<file path="config.mk">
export PLATFORM = sky130hd
export DESIGN_NAME = bidir_recirc_shreg
export DESIGN_NICKNAME = d
export VERILOG_FILES = /design/src/rtl/shreg_pkg.sv /design/src/rtl/shreg_ctrl_dec.sv /design/src/rtl/shreg_stages.sv /design/src/rtl/shreg_edge_out.sv /design/src/rtl/bidir_recirc_shreg.sv
export SDC_FILE = /design/constraint.sdc
export NUM_CORES = 1
export LEC_CHECK = 0
export BUFFER_PORTS_ARGS = -buffer_cell sky130_fd_sc_hd__buf_2
export CAP_MARGIN = 10
export CORE_ASPECT_RATIO = 0.75
export CORE_MARGIN = 2
export CORE_UTILIZATION = 64
export DETAILED_ROUTE_END_ITERATION = 8
export PLACE_DENSITY = 0.83
export SYNTH_ARGS = -nofsm -noshare
export SYNTH_HDL_FRONTEND = slang
export SYNTH_SLANG_ARGS = --single-unit
export TNS_END_PERCENT = 1
</file>
<file path="constraint.sdc">
create_clock -name clk -period 2.8 [get_ports clk]
set_input_delay 0 -clock clk [delete_from_list [all_inputs] [get_ports clk]]
set_output_delay 0 -clock clk [all_outputs]
set_load 0.1 [all_outputs]
</file>
<file path="src/rtl/shreg_pkg.sv">
package shreg_pkg;
  typedef enum logic [1:0] {
    MV_HOLD  = 2'd0,
    MV_RIGHT = 2'd1,
    MV_LEFT  = 2'd2
  } move_e;
endpackage

</file>
<file path="src/rtl/shreg_ctrl_dec.sv">
module shreg_ctrl_dec
  import shreg_pkg::*;
(
  input  logic  dir_left,
  input  logic  freeze,
  output move_e move
);
  always_comb begin
    if (freeze)        move = MV_HOLD;
    else if (dir_left) move = MV_LEFT;
    else               move = MV_RIGHT;
  end
endmodule

</file>
<file path="src/rtl/shreg_stages.sv">
module shreg_stages
  import shreg_pkg::*;
#(
  parameter int DEPTH = 32
) (
  input  logic             clk,
  input  logic             rst,
  input  move_e            move,
  input  logic             feed_ext,
  input  logic             ser_in_r,
  input  logic             ser_in_l,
  output logic [DEPTH-1:0] q
);
  localparam int TOP = DEPTH - 1;

  logic fill_lo;
  logic fill_hi;
  logic [DEPTH-1:0] nxt;

  assign fill_lo = feed_ext ? ser_in_r : q[TOP];
  assign fill_hi = feed_ext ? ser_in_l : q[0];

  for (genvar i = 0; i < DEPTH; i++) begin : g_stage
    logic from_below;
    logic from_above;
    if (i == 0) begin : g_lo
      assign from_below = fill_lo;
    end else begin : g_mid_lo
      assign from_below = q[i-1];
    end
    if (i == TOP) begin : g_hi
      assign from_above = fill_hi;
    end else begin : g_mid_hi
      assign from_above = q[i+1];
    end
    always_comb begin
      unique case (move)
        MV_RIGHT: nxt[i] = from_below;
        MV_LEFT:  nxt[i] = from_above;
        default:  nxt[i] = q[i];
      endcase
    end
  end

  always_ff @(posedge clk) begin
    if (rst) q <= '0;
    else     q <= nxt;
  end

  p_hold_r4: assert property (@(posedge clk) disable iff (rst)
    move == MV_HOLD |=> $stable(q));

  p_right_ext_r2: assert property (@(posedge clk) disable iff (rst)
    (move == MV_RIGHT && feed_ext) |=>
      (q[0] == $past(ser_in_r) && q[TOP:1] == $past(q[TOP-1:0])));

  p_left_ext_r3: assert property (@(posedge clk) disable iff (rst)
    (move == MV_LEFT && feed_ext) |=>
      (q[TOP] == $past(ser_in_l) && q[TOP-1:0] == $past(q[TOP:1])));

  p_wrap_right_r5: assert property (@(posedge clk) disable iff (rst)
    (move == MV_RIGHT && !feed_ext) |=> q == $past({q[TOP-1:0], q[TOP]}));

  p_wrap_left_r6: assert property (@(posedge clk) disable iff (rst)
    (move == MV_LEFT && !feed_ext) |=> q == $past({q[0], q[TOP:1]}));
endmodule

</file>
<file path="src/rtl/shreg_edge_out.sv">
module shreg_edge_out (
  input  logic clk,
  input  logic rst,
  input  logic lo_stage,
  input  logic hi_stage,
  output logic lo_q,
  output logic hi_q
);
  always_ff @(negedge clk) begin
    if (rst) begin
      lo_q <= 1'b0;
      hi_q <= 1'b0;
    end else begin
      lo_q <= lo_stage;
      hi_q <= hi_stage;
    end
  end

  // at each rising edge, before the shift, the outputs match the end stages
  p_retime_r7: assert property (@(posedge clk) disable iff (rst)
    (lo_q == lo_stage && hi_q == hi_stage));
endmodule

</file>
<file path="src/rtl/bidir_recirc_shreg.sv">
module bidir_recirc_shreg
  import shreg_pkg::*;
#(
  parameter int DEPTH = 32
) (
  input  logic clk,
  input  logic rst,
  input  logic ser_in_r,
  input  logic ser_in_l,
  input  logic dir_left,
  input  logic feed_ext,
  input  logic freeze,
  output logic end_lo_q,
  output logic end_hi_q
);
  localparam int TOP = DEPTH - 1;

  move_e            move;
  logic [DEPTH-1:0] stages;

  shreg_ctrl_dec u_dec (
    .dir_left (dir_left),
    .freeze   (freeze),
    .move     (move)
  );

  shreg_stages #(.DEPTH(DEPTH)) u_stages (
    .clk      (clk),
    .rst      (rst),
    .move     (move),
    .feed_ext (feed_ext),
    .ser_in_r (ser_in_r),
    .ser_in_l (ser_in_l),
    .q        (stages)
  );

  shreg_edge_out u_out (
    .clk      (clk),
    .rst      (rst),
    .lo_stage (stages[0]),
    .hi_stage (stages[TOP]),
    .lo_q     (end_lo_q),
    .hi_q     (end_hi_q)
  );

  // capture the controls at the rising edge and compare them at the falling edge
  logic [2:0] ctl_rise;
  logic       ctl_seen;
  always_ff @(posedge clk) begin
    if (rst) begin
      ctl_rise <= '0;
      ctl_seen <= 1'b0;
    end else begin
      ctl_rise <= {dir_left, feed_ext, freeze};
      ctl_seen <= 1'b1;
    end
  end

  p_ctrl_stable_r8: assert property (@(negedge clk) disable iff (rst)
    ctl_seen |-> ({dir_left, feed_ext, freeze} == ctl_rise));

  // after a reset cycle the stages are clear
  p_reset_clear_r9: assert property (@(posedge clk)
    $past(rst) |-> stages == '0);
endmodule

</file>
# Word level (Yosys, flattened, before mapping)
# Cells that the tools add are included.
[classes]
reduce_logical = 1
n_eq_ne = 2
muxes = 36
[ops]
columns = ["cell", "count"]
rows = [
  ["case mux 1 bit (2 select lines)", 32],
  ["two-way mux 2 bit", 2],
  ["equality test 2 x 1 -> 1 bit (second input constant)", 1],
  ["equality test 2 bit (second input constant)", 1],
  ["two-way mux 1 bit", 2],
  ["nonzero test 2 bit", 1],
]
[word_totals]
word_cells = 42
in_bits = 7
output_inout_bits = 2
ff_bits = 34

# Longest topological paths before layout
# Gate-level depths: netlist of the first run.
[depth]
ltp_word = 4
ltp_mapped = 4
mapped_depth_nobuf = 2

# By module
# A second synthesis of the first run with hierarchy kept.
[hier_totals]
cells_unflattened = 158
area_unflattened_um2 = 1630.3
[by_module_without_submodules]
columns = ["mod", "seq_area_each_um2", "cells_per_inst", "instances", "area_per_inst_um2"]
rows = [
  ["shreg_stages", 640.6, 151, 1, 1561.5],
  ["shreg_edge_out", 40.0, 5, 1, 56.3],
  ["shreg_ctrl_dec", 0.0, 2, 1, 12.5],
]

==> results of run 1 <==
## report_power, final
group | switching (mW) | internal, mW | total, mW
Combinational | 0.0642 | 0.0618 | 0.126
Sequential | 0.0221 | 0.515 | 0.537
Clock | 0.175 | 0.186 | 0.361
## path summary, 6_finish.rpt
path                                      from        endpoint  slack [ns]  cells after the start
worst min-delay path                  ser_in_l  u_stages.q[31]        0.01                      3
worst min register to register  u_stages.q[29]  u_stages.q[29]        0.55                      2
worst max register to register   u_stages.q[0]      u_out.lo_q        0.82                      1
worst max-delay path                u_out.hi_q        end_hi_q        0.30                      1
## routing by layer
layer  track usage  wire (um)  part of all wire  vias to the layer above
met5             0          0                 0                        -
met4         0.109         57             0.020                        0
met1         0.281       1440              0.51                      508
li1              -          -                 -                      555
met3        0.0651         95             0.034                        5
met2         0.314       1230              0.44                       15
## area by class of cell
| type | count | area [um^2] |
|---|---|---|
| fill | 230 | 855 |
| inverter | 1 | 3.75 |
| timing repair buffer | 10 | 57.6 |
| sequential | 34 | 681 |
| tap | 36 | 45.0 |
| clock buffer | 5 | 37.5 |
| clock inverter | 5 | 46.3 |
| multi-input combinational | 100 | 837 |
## cells in the final DEF, fill, tap and decap left out
| master | instances |
|---|---|
| sky130_fd_sc_hd__dfxtp_1 | 34 |
| sky130_fd_sc_hd__buf_2 | 8 |
| sky130_fd_sc_hd__a221o_1 | 2 |
| sky130_fd_sc_hd__buf_4 | 1 |
| sky130_fd_sc_hd__nor3_1 | 1 |
| sky130_fd_sc_hd__mux2i_1 | 30 |
| sky130_fd_sc_hd__and2b_2 | 1 |
| sky130_fd_sc_hd__nor4b_1 | 1 |
| sky130_fd_sc_hd__clkinvlp_2 | 1 |
| sky130_fd_sc_hd__nor3b_1 | 1 |
| sky130_fd_sc_hd__bufinv_16 | 1 |
| sky130_fd_sc_hd__mux2_2 | 2 |
| sky130_fd_sc_hd__inv_1 | 3 |
| sky130_fd_sc_hd__and2b_1 | 26 |
| sky130_fd_sc_hd__dlygate4sd3_1 | 1 |
| sky130_fd_sc_hd__clkinv_1 | 1 |
| sky130_fd_sc_hd__a211oi_1 | 30 |
| sky130_fd_sc_hd__and4bb_1 | 1 |
| sky130_fd_sc_hd__clkbuf_4 | 5 |
| sky130_fd_sc_hd__nor2b_1 | 5 |
## state kept, by name (all words and copies together) (netlist names)
register    flops
u_stages.q     32
u_out.hi_q      1
u_out.lo_q      1
## kinds of logic after synthesis
| kind of cell | Yosys count |
|---|---|
| compound gates | 32 |
| flops | 34 |
| mux | 32 |
| simple gates | 36 |
| buf+inv | 17 |
==> metrics list, run 1 <==
- Measured along the y axis, the die boundary spans 48.7 um.
- Routability-driven placement finished with a final weighted congestion of between 0.7 and 0.8.
* Main combinational cell family by area after synthesis: multiplexers
- Summed over all nets, the half-perimeter wirelength after detailed placement is 1.81 mm.
- Resize count post-CTS: 0
- Final setup violation count: 0
- Core area: 2560 um^2
- Count of placed standard cells including taps: 181
- For this configuration, the core starts out at a cell density of 0.664.
- The finished cells cover between 1500 and 2000 um^2.
* Part of the Yosys area used for sequential elements: 0.400
- The H-tree was split into 2 levels.
* Post-route total power: 1.02 mW
- Count of different cell masters after synthesis: 18
* Crit path max-delay family: buffers and inverters
* Post-placement setup slack: 0.705 ns
- Measured on the finished design, the core utilization comes to 0.667.
* Layout cell share with drive strength beyond 1: 0.123
- Global Route Usage Sum: 0.213
- Entering global routing, the biggest net connects 38 pins.
* Die X-Extent: between 60 and 70 um
* Buffers plus inverters on the worst setup path: 1
- I/O pin cnt: 9
- For this run the aggregate overflow at the end of global routing stands at 0.
- IR analysis of the VDD net gives a maximum drop of 366 uV.
- The worst setup path is launched from a flip-flop.
* Top cell types by occurrence after synthesis: sky130_fd_sc_hd__dfxtp_1 (34), sky130_fd_sc_hd__a211oi_1 (30), sky130_fd_sc_hd__mux2i_1 (30)
* Total detailed-routing wirelength: 2.83 mm
- TritonCTS buffer count: 5
* #FFs+latches synth: 34
- Setup repair after global routing missed its margin: no
* Crit path cell chain: buf_2
- Number of sinks driven by the clock tree: 34
- The first detailed-routing pass ran for 4 iterations.
- The repair_antennas step left the layout with diodes totalling 0.
- Post-Synth Adder-Cell Area: 0
- The placed instances occupy a cell area of 1620 um^2.
- Across all hold checks on the routed design, the worst slack comes to 0.0111 ns.
- After layout, the worst setup slack is 0.303 ns.
* Number of post-CTS setup repair buffers: 0
- After detailed routing, the number of vias per cell comes to around 5.7.
- EDFF count, synth: 0
* Primary flip-flop cell chosen by synthesis mapping: sky130_fd_sc_hd__dfxtp_1
* Biggest cell delay along the critical path: 0.41 ns
* DRT iter0 DRCs: 105
* Proportion of netlist area held by the largest area contributor: 0.400
- After the last flow step, the layout net total stands at between 150 and 200.
* Worst-case clock skew: approximately 0.044 ns
- After detailed routing, the number of remaining DRC violations is 0.
- Port buffering added 8 buffers.
- The complex-gate fraction of the synthesized area is 0.144.
- Data on the critical path arrives at its endpoint at 2.50 ns.
- CTS Root Buffer Type: sky130_fd_sc_hd__clkbuf_4
- Number of global-route vias before repair: 1,086
- In the synthesized netlist the async set-or-reset flop fraction comes to 0.
- In the final routed layout, each cell accounts on average for 14.8 um.
* Fin Setup TNS: 0 ns
* Remaining antenna violation count: 0
* Post-Syn Nets: 158
- Cell Pwr Density: roughly 600 nW/um^2
- Across the run, the number of max-cap violations was 0.
- After clock tree synthesis, the flow added hold-fix buffers numbering 1.
* Worst slew pin tran: 0.917 ns
- Initial antenna violation count: 0
- The first global-routing pass estimated 5.03 mm of wire.
* Most numerous cell in the Yosys netlist: sky130_fd_sc_hd__dfxtp_1
- Yosys printed 0 warnings.
- STA classifies the critical path endpoint as an output pin.
- The run finished with clean final reports.
- Class of the tightest hold or removal check: input pin to flip-flop
- Critical path fanouts, max: 1
* Synthesized-area fraction occupied by xor and xnor cells: 0
- At the worst endpoint, the required time is approximately 2.8 ns.
- After clock tree synthesis, the clock-pin slew on the worst setup and hold paths is 0.10 ns.
* Headroom to the max-slew limit: 0.388
- The synthesized design spends more area on one cell type than any other, namely sky130_fd_sc_hd__dfxtp_1.
* Simple-gate portion of the synthesized area: 0.158
- Static leakage: 0.724 nW
* Path type of the worst setup path: flip-flop to output pin
* Maximum count of clock buffers along a single path: 2
* Clock insertion delay at the later pin of the skew report: 0.39 ns
* Count of final max-slew check failures: 0
- The die covers roughly 3100 um^2.
* TritonCTS clock tree: built
- The cell count after synthesis came out at 151.
- Leaving out filler cells and counting taps, the final layout contains 191.
- Proportion of synthesized area in mux cells: 0.190
- The largest individual stage delay along the critical path comes from the cell sky130_fd_sc_hd__buf_2.
* Final hold violations: 0
- Vias: approximately 1,100
- Area growth from synthesis to final layout: 0.368%
- The synthesized netlist occupies a cell area of around 1700 um^2.
- Floorplan row count: 16
- A synthesized cell averages around 11 um^2.
* Area contributors post-synth: sky130_fd_sc_hd__dfxtp_1 (40%), sky130_fd_sc_hd__mux2i_1 (18%), sky130_fd_sc_hd__a211oi_1 (13%), sky130_fd_sc_hd__and2b_1 (11%), sky130_fd_sc_hd__buf_12 (3.5%)
Note: power is estimated with default switching activity, not from simulation.
==> run 2, diff against run 1 <==
- HOLD_SLACK_MARGIN: unset -> 0.03
==> run 2 against run 1 <==
Sequential share of layout area decreased by 0.46 points. Critical path type unchanged. Via count increased by 0.55%. Largest cell class unchanged. Power increased by 0.31%.
==> metrics list, run 2 (synthesis gave the netlist of run 1 again) <==
- Area growth from synthesis to final layout: 1.54%
* Layout cell share with drive strength beyond 1: 0.121 (-0.00156)
- Result of the run: finished clean
- The number of buffers inserted to repair setup after CTS came to 0 (unchanged).
* Clock group share of total power: 0.353 (about the same)
- The number of iterations in the first detailed-routing pass was 4 (unchanged).
* CTS Root Buffer Type: sky130_fd_sc_hd__clkbuf_4
- Largest net degree at the start of global routing: 38 (unchanged)
- The max-capacitance violation count was 0 (unchanged).
- Most frequent cells in the layout: sky130_fd_sc_hd__dfxtp_1 (34), sky130_fd_sc_hd__mux2i_1 (30), sky130_fd_sc_hd__a211oi_1 (30)
- The worst setup path is captured at an output pin.
* Largest registers: u_stages.q x32, u_out.hi_q x1, u_out.lo_q x1
- The net switching share of the total power came to 0.256 (+0.000566).
- The largest incremental delay on the critical path was 0.42 ns (about the same).
* Count of cells along the worst register-to-register path: 1 (unchanged)
- Overflow left after global routing: 0 (unchanged)
- The H-tree level count came to 2 (unchanged).
- Port buffer count: 8 (unchanged)
- The endpoint arrival time on the critical path is 2.50 ns (about the same).
- The wire length after detailed routing was 2.85 mm (+0.85%).
* Power dissipated by switching net loads: 0.263 mW (+0.54%)
- Crit path cell chain: buf_2
- The starting DRC count in detailed routing came to 93 (-11%).
- The number of hold violations in the final report came to 0 (unchanged).
* Capture instance of the worst register-to-register path: u_out.lo_q
- The cell area after layout came to 1730 um^2 (+1.2%).
- Detail-routed via count per cell: 5.64 (-0.49%)
- Number of global-route vias before repair: 1,107 (+1.9%)
- The number of cells traversed by the worst hold path was 3 (unchanged).
- The number of nets with antenna violations after routing came to 0 (unchanged).
* Clock insertion delay at the later pin of the skew report: 0.39 ns (about the same)
- Cell Pwr Density: 595 nW/um^2 (-0.85%)
- Final setup violation count: 0 (unchanged)
- Final core utilization: 0.674 (+0.00781)
* Internal: 0.764 mW (+0.24%)
* Floorplan row count: 16 (unchanged)
* Residual DRC: 0 (unchanged)
* Maximum vdd drop: 367 uV (+0.13%)
- The worst setup path is launched from a flip-flop.
- TritonCTS buffer count: 5 (unchanged)
* TritonCTS clock tree: built
- The placed instance area is 1620 um^2 (unchanged).
- Fin Setup TNS: 0 ns (unchanged)
- The maximum fanout along the worst path came to 1 (unchanged).
* Maximum count of clock buffers along a single path: 2 (unchanged)
* NumNets Final: 163 (+1.2%)
* Initial core utilization: 0.664 (unchanged)
- Headroom to the max-slew limit: 0.381 (-0.00703)
- Global placer's final weighted congestion: 0.750 (unchanged)
* Hold path start: feed_ext
- The number of sinks handled by clock tree synthesis is 34 (unchanged).
- Initial antenna violation count: 0 (unchanged)
* Register bank with the most flops: u_stages.q
- The measured slew at the worst slew-check pin is 0.928 ns (+0.0105 ns).
- Number of flip-flops under the largest register name: 32 (unchanged)
- Part of the total power dissipated in sequential elements: 0.523 (about the same)
- Die Height: 48.7 um (unchanged)
* Global Route Usage Sum: 0.213 (+0.000498)
- On the critical path, the stage with the largest delay is an instance of sky130_fd_sc_hd__buf_2.
- Worst-case clock skew: 0.0439 ns (-0.0000778 ns)
- The cell family contributing the most delay on the critical path is buffers and inverters.
- Required time reported for the critical path endpoint: 2.80 ns (about the same)
- The total chip power was 1.03 mW (+0.31%).
- Routed wire per std cell: 14.8 um (-0.20%)
- The worst register-to-register path begins at u_stages.q[0].
- The area of the placeable core is 2560 um^2 (unchanged).
* Path type of the worst setup path: flip-flop to output pin
- The path with the worst hold slack has its endpoint at u_stages.q[0].
* Buffers plus inverters on the worst setup path: 1 (unchanged)
- The part of the total power dissipated in combinational logic is 0.125 (+0.002).
* Wire length of the first global-routing pass: 5.05 mm (+0.40%)
* Vias: 1,089 (+0.55%)
- I/O pin cnt: 9 (unchanged)
- The final antenna diode count was 0 (unchanged).
- DP Wirelength: 1.81 mm (unchanged)
- Die X-Extent: 63.5 um (unchanged)
- The die footprint is 3090 um^2 (unchanged).
- Setup repair after global routing missed its margin: no
* Fill cell instance count of the final layout: 228 (-0.87%)
- Most frequent standard cell in the layout excluding fill and tap cells: sky130_fd_sc_hd__dfxtp_1
- The clock-pin slew reported for the worst setup and hold paths after clock tree synthesis was 0.10 ns (about the same).
- The worst hold path belongs to the class input pin to flip-flop.
- The setup slack on the worst flop-to-flop path was 0.82 ns (about the same).
* Count of final max-slew check failures: 0 (unchanged)
- The leakage power came to 0.732 nW (+1.2%).
==> run 2: how the worst max path moves through the flow <==
stage,start,to,slack [ns],cells past startpoint
finish,u_out.lo_q,end_lo_q,0.30,1
detailed placement,u_out.lo_q,end_lo_q,0.70,1
floorplan,u_out.hi_q,end_hi_q,0.49,0
global placement,u_out.lo_q,end_lo_q,0.71,1
CTS,u_out.hi_q,end_hi_q,0.29,1
global route,u_out.lo_q,end_lo_q,0.26,1
==> run 2: stage by stage <==
step,cells,setup WS (ns),hold slack [ns]
3_3_place_gp,181,0.707,0.350
2_1_floorplan,151,0.491,0.262
3_5_place_dp,181,0.705,0.370
6_report,193,0.298,0.0457
5_1_grt,193,0.258,0.0652
4_1_cts,193,0.291,0.0373
==> run 2: area by class of cell <==
cell class,instances,area [um^2],area share
clock inverter,5,46.3,0.0268
sequential,34,681,0.394
timing repair buffer,12,77.6,0.0449
inverter,1,3.75,0.00217
multi-input combinational,100,837,0.484
tap,36,45.0,0.0261
clock buffer,5,37.5,0.0217
==> run 2: routing by layer <==
metal	vias to the layer above	global-route usage	part of all wire
met5	-	0	0
met4	0	0.109	0.019
met3	5	0.0651	0.035
met2	14	0.325	0.43
met1	509	0.274	0.51
li1	561	-	-
==> run 2: power groups by stage <==
stage / sequential, mW / clock [mW] / combinational (mW)
floorplan: 0.545 / 0.00671 / 0.120
global route: 0.541 / 0.394 / 0.142
detailed placement: 0.548 / 0.00671 / 0.125
CTS: 0.537 / 0.369 / 0.129
global placement: 0.546 / 0.00671 / 0.120
finish: 0.537 / 0.362 / 0.128
==> run 2: what timing repair did <==
| action | CTS | global route |
|---|---|---|
| resized for setup | 0 | 0 |
| hold buffers | 3 | 0 |
| hold endpoints to repair | 11 | 0 |
==> run 3, diff against run 2 <==
- CORE_UTILIZATION: 64 -> 54
- PLACE_DENSITY: 0.83 -> 0.75
- clock period: 2.8 -> 2.13 ns (I/O delays scaled with it)
==> run 3 against run 2 <==
Combinational power up 31%. Count of clock-buffer cells in the layout unchanged. Via count up 0.18%. Power up 42%. Critical path depth unchanged. Flip-flop and latch count unchanged. Worst setup slack worse by 0.28 ns. Register-to-register slack worse by 0.29 ns. First-iteration DRC count down 58%. Final cell count up 0.52%. Critical path type unchanged.
==> metrics list, run 3 (synthesis gave the netlist of run 1 again) <==
- Register-to-Register Setup Slack: 0.53 ns (-0.29 ns)
- The logic depth of the worst path, buffers included is 1 (unchanged).
- Buffers plus inverters on the worst setup path: 1 (unchanged)
- The worst hold path terminates at u_stages.q[31].
* DIE AREA: 3620 um^2 (+17%)
- The power per cell area is 831 nW/um^2 (+40%).
- Number of sinks driven by the clock tree: 34 (unchanged)
* Largest net degree at the start of global routing: 37 (-2.6%)
- The count of fill cells added during filler insertion is 255 (+12%).
* Kind of launch point of the worst setup path: flip-flop
* Kind of end point of the critical path: output pin
- I/O pin cnt: 9 (unchanged)
* Count of final max-slew check failures: 0 (unchanged)
- Final hold violations: 0 (unchanged)
- Fin Setup TNS: 0 ns (unchanged)
* Final setup violation count: 0 (unchanged)
- The all-layer global routing usage was 0.185 (-0.0279).
- The horizontal extent of the die was 68.8 um (+8.3%).
* TritonCTS clock tree: built
- The net switching share of the total power was 0.241 (-0.0153).
- Setup repair after global routing missed its margin: no
- Clock insertion delay at the later pin of the skew report: 0.34 ns (-0.05 ns)
* Post-placement setup slack: 0.373 ns (-0.332 ns)
- The port buffer count was 8 (unchanged).
- Most frequent standard cell in the layout excluding fill and tap cells: sky130_fd_sc_hd__dfxtp_1
- The required time at the endpoint of the critical path was 2.13 ns (-0.67 ns).
* Result of the run: finished clean
* Layout cell share with drive strength beyond 1: 0.128 (+0.00719)
* Arrival time at the worst endpoint: 2.11 ns (-0.39 ns)
- Register bank with the most flops: u_stages.q
- Tracing the worst setup path back leads to its startpoint at u_out.lo_q.
- The switching power total came to 0.350 mW (+33%).
- The part of the total power dissipated in combinational logic was 0.115 (-0.010).
- Depth of the CTS H-tree: 2 (unchanged)
- DP Wirelength: 1.71 mm (-5.7%)
* Global placer's final weighted congestion: 0.699 (-6.8%)
* Area growth from synthesis to final layout: 2.94%
* Wire length of the first global-routing pass: 4.88 mm (-3.4%)
* NumNets Final: 162 (-0.61%)
* Path type of the worst setup path: flip-flop to output pin
* Hold path cells: 3 (unchanged)
- The clock network power share is 0.400 (+0.047).
* Capture instance of the worst register-to-register path: u_out.lo_q
- Crit path max-delay family: buffers and inverters
- Critical path fanouts, max: 1 (unchanged)
- Remaining antenna violation count: 0 (unchanged)
* Number of post-CTS setup repair buffers: 0 (unchanged)
- The total grt overflow is 0 (unchanged).
- Class of the tightest hold or removal check: input pin to flip-flop
* Worst path setup slack after routing: 0.0208 ns (-0.277 ns)
* Clock edge transition at the registers on the reported setup and hold paths: 0.07 ns (-0.03 ns)
- In the layout the commonest cells are sky130_fd_sc_hd__dfxtp_1 (34), sky130_fd_sc_hd__mux2i_1 (30), sky130_fd_sc_hd__a211oi_1 (30).
* Initial core utilization: 0.571 (-0.0926)
- Slowest CP cell: sky130_fd_sc_hd__buf_2
- The number of iterations in the first detailed-routing pass came to 4 (unchanged).
- The max-slew headroom at the worst pin was 0.380 (-0.00102).
- Post-route total power: 1.46 mW (+42%)
- TritonCTS buffer count: 5 (unchanged)
- The largest registers in the layout are u_stages.q x32, u_out.hi_q x1, u_out.lo_q x1.
* Reg-to-reg startpoint: u_stages.q[0]
- The via count of the first global-routing pass was 1,074 (-3.0%).
- In this run the most critical hold path is launched from ser_in_l.
- Static leakage: 0.741 nW (+1.2%)
* Routed wire per std cell: 14.8 um (about the same)
* Crit path cell chain: buf_2
- The standard-cell row count came to 17 (+1).
* Count of cells along the worst register-to-register path: 1 (unchanged)
* Maximum vdd drop: 507 uV (+38%)
- The number of antenna violations at the first check in global routing was 0 (unchanged).
- Internal: 1.11 mW (+45%)
* Max-capacitance violation count: 0 (unchanged)
- CTS Root Buffer Type: sky130_fd_sc_hd__clkbuf_8
- The largest buffer count on any clock path is 2 (unchanged).
* DRT iter0 DRCs: 39 (-58%)
- The DRC violations left was 0 (unchanged).
* Antenna Cells: 0 (unchanged)
* Total detailed-routing wirelength: 2.86 mm (+0.42%)
* Part of the total power dissipated in sequential elements: 0.485 (-0.038)
* Worst slew pin tran: 0.929 ns (+0.00153 ns)
- Number of flip-flops under the largest register name: 32 (unchanged)
* Detail-routed via count per cell: 5.62 (-0.33%)
- Vias: 1,091 (+0.18%)
* Die Height: 52.6 um (+8.1%)
* Worst-case clock skew: 0.0586 ns (+0.0147 ns)
- The largest incremental delay on the critical path is 0.41 ns (about the same).
- Core area: 2980 um^2 (+16%)
==> run 3: changes by cell type in the layout (fill, tap and decap cells not counted), sizes merged <==
cell,change
dlygate4sd3,-2
clkbuf,+1
==> run 3: power by group through the flow <==
stage | registers, mW | clock network [mW] | logic [mW]
5_1_grt | 0.711 | 0.620 | 0.187
3_3_place_gp | 0.717 | 0.00882 | 0.157
6_report | 0.706 | 0.582 | 0.168
3_5_place_dp | 0.719 | 0.00882 | 0.165
2_1_floorplan | 0.717 | 0.00882 | 0.157
4_1_cts | 0.705 | 0.593 | 0.169
==> run 3: metrics by stage <==
step	util	hold slack, ns	std cells	instance area (um^2)
2_1_floorplan	-	0.262	151	1700
3_3_place_gp	0.547	0.296	184	1630
3_5_place_dp	0.547	0.311	184	1630
4_1_cts	0.587	0.0614	194	1750
5_1_grt	0.588	0.0793	194	1750
6_report	0.588	0.0658	194	1750
==> run 3: area by class of cell <==
type,instances,area [um^2],area share
flip-flops and latches,34,681,0.389
inverters,1,3.75,0.00214
well taps,38,47.5,0.0271
repair buffers,11,67.6,0.0386
clock buffers,5,68.8,0.0393
multi-input cells,100,837,0.478
clock inverters,5,46.3,0.0264
==> run 3: what timing repair did <==
item                                   CTS  global route
endpoints found under the hold margin    5             0
hold buffers                             1             0
setup endpoints to repair                0             1
resized for setup                        0             1
==> run 3: how the worst max path moves through the flow <==
stage | endpoint | slack, ns
6_report | end_lo_q | 0.02
5_1_grt | end_lo_q | 0.01
4_1_cts | end_lo_q | 0.02
3_5_place_dp | end_lo_q | 0.37
3_3_place_gp | end_hi_q | 0.37
2_1_floorplan | end_hi_q | 0.16
==> run 3: metal layers <==
metal / wire [um] / GRT usage / vias to the layer above
met1: 1410 / 0.235 / 510
met2: 1310 / 0.288 / 19
li1: - / - / 557
met3: 111 / 0.0581 / 5
met4: 34 / 0.0784 / 0
met5: 0 / 0 / -
